### src/rtl/supply_event_pkg.sv
package supply_event_pkg;
  // Control-to-datapath strobes for the outage counter.
  typedef struct packed {
    logic incr;
    logic clear;
  } cnt_ctrl_t;
endpackage

### src/rtl/supply_sync.sv
module supply_sync #(
  parameter int SYNC_STAGES = 2
) (
  input  logic clk,
  input  logic rst,
  input  logic asyncIn,
  output logic syncOut
);
  logic [SYNC_STAGES-1:0] chain;

  always_ff @(posedge clk) begin
    if (rst) chain[0] <= 1'b1;
    else     chain[0] <= asyncIn;
  end

  genvar s;
  generate
    for (s = 1; s < SYNC_STAGES; s++) begin : g_stage
      always_ff @(posedge clk) begin
        if (rst) chain[s] <= 1'b1;
        else     chain[s] <= chain[s-1];
      end
    end
  endgenerate

  assign syncOut = chain[SYNC_STAGES-1];
endmodule

### src/rtl/supply_event_datapath.sv
module supply_event_datapath
  import supply_event_pkg::*;
#(
  parameter int CNT_W = 6
) (
  input  logic             clk,
  input  logic             rst,
  input  cnt_ctrl_t        cntCtrl,
  output logic [CNT_W-1:0] outageCnt
);
  always_ff @(posedge clk) begin
    if (rst)                outageCnt <= '0;
    else if (cntCtrl.clear) outageCnt <= '0;
    else if (cntCtrl.incr)  outageCnt <= outageCnt + 1'b1;
  end
endmodule

### src/rtl/supply_event_control.sv
module supply_event_control
  import supply_event_pkg::*;
#(
  parameter int GLITCH_TICKS = 8,
  parameter int LONG_TICKS   = 40,
  parameter int CNT_W        = 6
) (
  input  logic             clk,
  input  logic             rst,
  input  logic             pwrSync,
  input  logic             tickEn,
  input  logic [CNT_W-1:0] outageCnt,
  output cnt_ctrl_t        cntCtrl,
  output logic             advanceStrobe,
  output logic             resetStrobe
);
  localparam logic [CNT_W-1:0] QUAL_M1  = CNT_W'(GLITCH_TICKS - 1);
  localparam logic [CNT_W-1:0] LONG_LIM = CNT_W'(LONG_TICKS);

  logic atLimit;
  assign atLimit = (outageCnt == LONG_LIM);

  always_comb begin
    cntCtrl.clear = pwrSync;
    cntCtrl.incr  = !pwrSync && tickEn && !atLimit;
  end

  always_ff @(posedge clk) begin
    if (rst) begin
      advanceStrobe <= 1'b0;
      resetStrobe   <= 1'b0;
    end else begin
      advanceStrobe <= cntCtrl.incr && (outageCnt == QUAL_M1);
      resetStrobe   <= pwrSync && atLimit;
    end
  end
endmodule

### src/rtl/supply_event_qualifier.sv
module supply_event_qualifier
  import supply_event_pkg::*;
#(
  parameter int GLITCH_TICKS = 8,
  parameter int LONG_TICKS   = 40,
  parameter int SYNC_STAGES  = 2
) (
  input  logic clk,
  input  logic rst,
  input  logic pwrOkAsync,
  input  logic tickEn,
  output logic advanceStrobe,
  output logic resetStrobe
);
  localparam int CNT_W = $clog2(LONG_TICKS + 1);

  logic             pwrSync;
  logic [CNT_W-1:0] outageCnt;
  cnt_ctrl_t        cntCtrl;

  supply_sync #(.SYNC_STAGES(SYNC_STAGES)) u_sync (
    .clk(clk), .rst(rst), .asyncIn(pwrOkAsync), .syncOut(pwrSync)
  );

  supply_event_datapath #(.CNT_W(CNT_W)) u_dp (
    .clk(clk), .rst(rst), .cntCtrl(cntCtrl), .outageCnt(outageCnt)
  );

  supply_event_control #(
    .GLITCH_TICKS(GLITCH_TICKS), .LONG_TICKS(LONG_TICKS), .CNT_W(CNT_W)
  ) u_ctl (
    .clk(clk), .rst(rst), .pwrSync(pwrSync), .tickEn(tickEn),
    .outageCnt(outageCnt), .cntCtrl(cntCtrl),
    .advanceStrobe(advanceStrobe), .resetStrobe(resetStrobe)
  );
endmodule

### config.mk
export PLATFORM = sky130hd
export DESIGN_NAME = supply_event_qualifier
export DESIGN_NICKNAME = d
export VERILOG_FILES = /design/src/rtl/supply_event_pkg.sv /design/src/rtl/supply_sync.sv /design/src/rtl/supply_event_datapath.sv /design/src/rtl/supply_event_control.sv /design/src/rtl/supply_event_qualifier.sv
export SDC_FILE = /design/constraint.sdc
export NUM_CORES = 1
export LEC_CHECK = 0
export BUFFER_PORTS_ARGS = -buffer_cell sky130_fd_sc_hd__buf_2
export CAP_MARGIN = 10
export CELL_PAD_IN_SITES_DETAIL_PLACEMENT = 2
export CELL_PAD_IN_SITES_GLOBAL_PLACEMENT = 2
export CORE_MARGIN = 3
export CORE_UTILIZATION = 34
export DETAILED_ROUTE_END_ITERATION = 10
export GPL_TIMING_DRIVEN = 0
export PLACE_DENSITY = 0.8
export SKIP_CTS_REPAIR_TIMING = 1
export SYNTH_ARGS = -nofsm -noshare
export SYNTH_HDL_FRONTEND = slang
export SYNTH_SLANG_ARGS = --single-unit
### constraint.sdc
create_clock -name clk -period 3.88 [get_ports clk]
set_clock_uncertainty 0.05 [all_clocks]
set_input_delay 0 -clock clk [delete_from_list [all_inputs] [get_ports clk]]
set_output_delay 0 -clock clk [all_outputs]
set_load 0.03 [all_outputs]
==> out/metrics.yaml <==
status: "finished, final reports clean"
rsz0062_at_grt: "no"
finalCriticalPeriod_ns: 1.46
clock-root-buffer: "clkbuf_4"
place_area_um2: 507
worst-r2r-cell-count: 4
clk_latency_ns: 0.26
syn_area_um2: 464
ys_types: 24
clkSlewWorstSetupHoldPaths_ns: 0.06
io_buffers: 5
peakVddDrop_v: 0.000201
cts_buffers: 3
grt_pass1_vias: 462
cts_sinks: 10
p_leak_nw: 0.206
seq_area_frac_synth_pct: 43.1
crit_arrival_ns: 1.55
clockBufferDepth: 2
dpl.hpwl_um: 853
crit_path_start_kind: "input pin"
synth_seq_cells: 10
pwr-share-comb_pct: 5.9
pin_count: 6
routed_wl_um: 1250
synth_nets: 55
n_fill_cell: 133
design_area_um2: 559
r2r_start: "u_dp.outageCnt[0]$_SDFFE_PP0P_"
synth.avg_cell_area_um2: 9.47
hold_violations: 0
clkPwrFrac_pct: 37.8
cp.required_ns: 3.97
grt_overflow_total: 0
clock.fmax_mhz: 686
holdPathEnd: "u_ctl.advanceStrobe$_SDFF_PP0_"
cp-end-kind: "register"
holdCritPathClass: "in -> reg"
slowest_stage: "dlygate4sd3_1"
cts.htree.levels: 1
drt_iter0_drc: 12
cpPeakStageDelay_ns: 0.56
setup_viol: 0
die_w_um: 43.0
sw_frac_of_total_pct: 21.9
ys_warn_count: 0
final_layout_size_suffix_gt1_share_pct: 21.7
cp_max_fo: 6
pwr-share-seq_pct: 56.3
crit-reg2reg-capture: "u_dp.outageCnt[0]$_SDFFE_PP0P_"
r2r_slack_ns: 2.43
seq_area_um2: 200
n_antenna_cell: 0
powerDensity_nw_per_um2: 333
grt_use_total_pct: 15.2
cp_cell_sequence: "dlygate4sd3_1 -> buf_2 -> or2_2 -> dlygate4sd3_1"
hold_path_depth: 3
multi_input_area_um2: 249
antenna_found_initial: 0
hp-start: "tickEn"
final_nets: 68
drv_slew: 0
slew_headroom_pct: 67.1
finalSetupTns_ns: 0
cts_tree: "yes"
gp_congestion: 0.733
dieArea_um2: 1840
tightest_slew_ns: 0.492
grt_max_degree: 9
grt_pass1_wl_um: 2040
start_util_pct: 39.1
placementRows: 12
crit_top_cell: "dlygate4sd3_1"
syn_to_final_growth_pct: 20.5
drc_errors: 0
p_int_mw: 0.146
wl_per_cell_um: 16.9
core_area_um2: 1190
first_pass_iters: 4
ant_nets: 0
finalCritPeriodShare_pct: 37.6
critical_path_buf_inv_count: 3
maxCapViolCount: 0
synthCells: 49
p_switching_mw: 0.0408
crit_type: "in -> reg"
viasPerCell: 5.57
vias: 412
die_y_um: 43.0
cp_top_family: "buffers and inverters"
## final cells by class
type,instances,share of cell area [%]
flip-flops and latches,10,35.8
well taps,14,3.13
inverters,4,2.68
multi-input cells,35,44.5
repair buffers,8,9.84
clock buffers,3,4.03
## flip-flops by register name, summed over array words and instances (netlist names)
register and cells:
u_ctl.advanceStrobe 1, u_dp.outageCnt 6, u_sync.syncOut 1, u_ctl.resetStrobe 1, u_sync.chain 1
## power groups by stage
| stage | Combinational (mW) | Sequential [mW] | Clock (mW) |
|---|---|---|---|
| floorplan | 0.00468 | 0.107 | 0 |
| global placement | 0.00773 | 0.107 | 0 |
| detailed placement | 0.00852 | 0.107 | 0 |
| CTS | 0.00861 | 0.105 | 0.0721 |
| global route | 0.0125 | 0.105 | 0.0775 |
| finish | 0.0111 | 0.105 | 0.0705 |
## cell families (layout without fill, tap and decap cells)
group | after synthesis | count (layout) | share of synthesized area [%]
and+or+nand+nor | 22 | 22 | 29.1
muxes | 2 | 2 | 4.31
DFF | 10 | 10 | 43.1
AOI/OAI and AO/OA | 9 | 9 | 14.8
buffers and inverters | 4 | 15 | 3.23
adders and majority gates | 2 | 2 | 5.39
## tightest hold or removal path, stage by stage
cell	delay (ns)
buf_2	0.14
nand4b_1	0.14
nor2_1	0.06
## cell usage after synthesis
library cell,instances,area share [%]
ha_1,2,5.4
o211ai_1,1,1.6
nand3_2,1,2.2
nor2b_1,1,1.3
dfxtp_1,10,43
nand3b_1,1,1.6
nand4b_1,1,1.9
nand2b_4,1,3.0
mux2i_1,2,4.3
o21ai_0,1,1.1
a21boi_1,1,1.6
a41oi_1,1,1.9
nand2_1,6,4.9
or2_2,2,2.7
inv_1,4,3.2
or3_1,1,1.3
a311o_1,1,2.2
or3_2,1,1.6
nand4_1,1,1.3
nor3b_1,1,1.6
nor2_1,3,2.4
a21boi_0,2,3.2
o31ai_1,2,3.2
or4_1,2,3.2
## per-stage QoR
step	utilization [%]	setup slack (ns)	hold slack (ns)	std cells	total power [mW]
after floorplan	-	2.63	0.0261	49	0.111
after global placement	42.7	2.55	0.134	68	0.115
after detailed placement	42.7	2.46	0.159	68	0.116
after CTS	44.6	2.44	-0.111	71	0.186
after global routing	47.2	2.32	0.0961	74	0.195
final	47.2	2.42	0.0751	74	0.186
## per-layer routing
metal  vias up  global-route usage, %  wire, um
met1       202                   14.9       532
met3         2                   5.08        41
met4         0                   5.42         4
met5         -                      0         0
li1        202                      -         -
met2         6                   29.0       671
## worst max path at each step
stage,start,endpoint,depth (start not counted)
CTS,u_dp.outageCnt[0]$_SDFFE_PP0P_,u_dp.outageCnt[0]$_SDFFE_PP0P_,4
floorplan,u_dp.outageCnt[0]$_SDFFE_PP0P_,u_dp.outageCnt[0]$_SDFFE_PP0P_,4
finish,rst,u_sync.chain[0]$_SDFF_PP1_,4
detailed placement,u_dp.outageCnt[0]$_SDFFE_PP0P_,u_dp.outageCnt[0]$_SDFFE_PP0P_,4
global placement,u_dp.outageCnt[0]$_SDFFE_PP0P_,u_dp.outageCnt[0]$_SDFFE_PP0P_,4
global route,u_dp.outageCnt[0]$_SDFFE_PP0P_,u_dp.outageCnt[0]$_SDFFE_PP0P_,4
## layout by cell type (no fill, tap or decap)
cell            n
dfxtp_1        10
nand2_1         6
buf_2           5
inv_1           4
nor2_1          3
clkbuf_4        3
dlygate4sd3_1   3
or4_1           2
a21boi_0        2
mux2i_1         2
o31ai_1         2
or2_2           2
ha_1            2
nand4b_1        1
nor2b_1         1
nand3b_1        1
a311o_1         1
a41oi_1         1
or3_1           1
o211ai_1        1
nand2b_4        1
nand3_2         1
o21ai_0         1
or3_2           1
a21boi_1        1
nand4_1         1
nor3b_1         1
No activity file was read; power rests on OpenSTA's default activity.
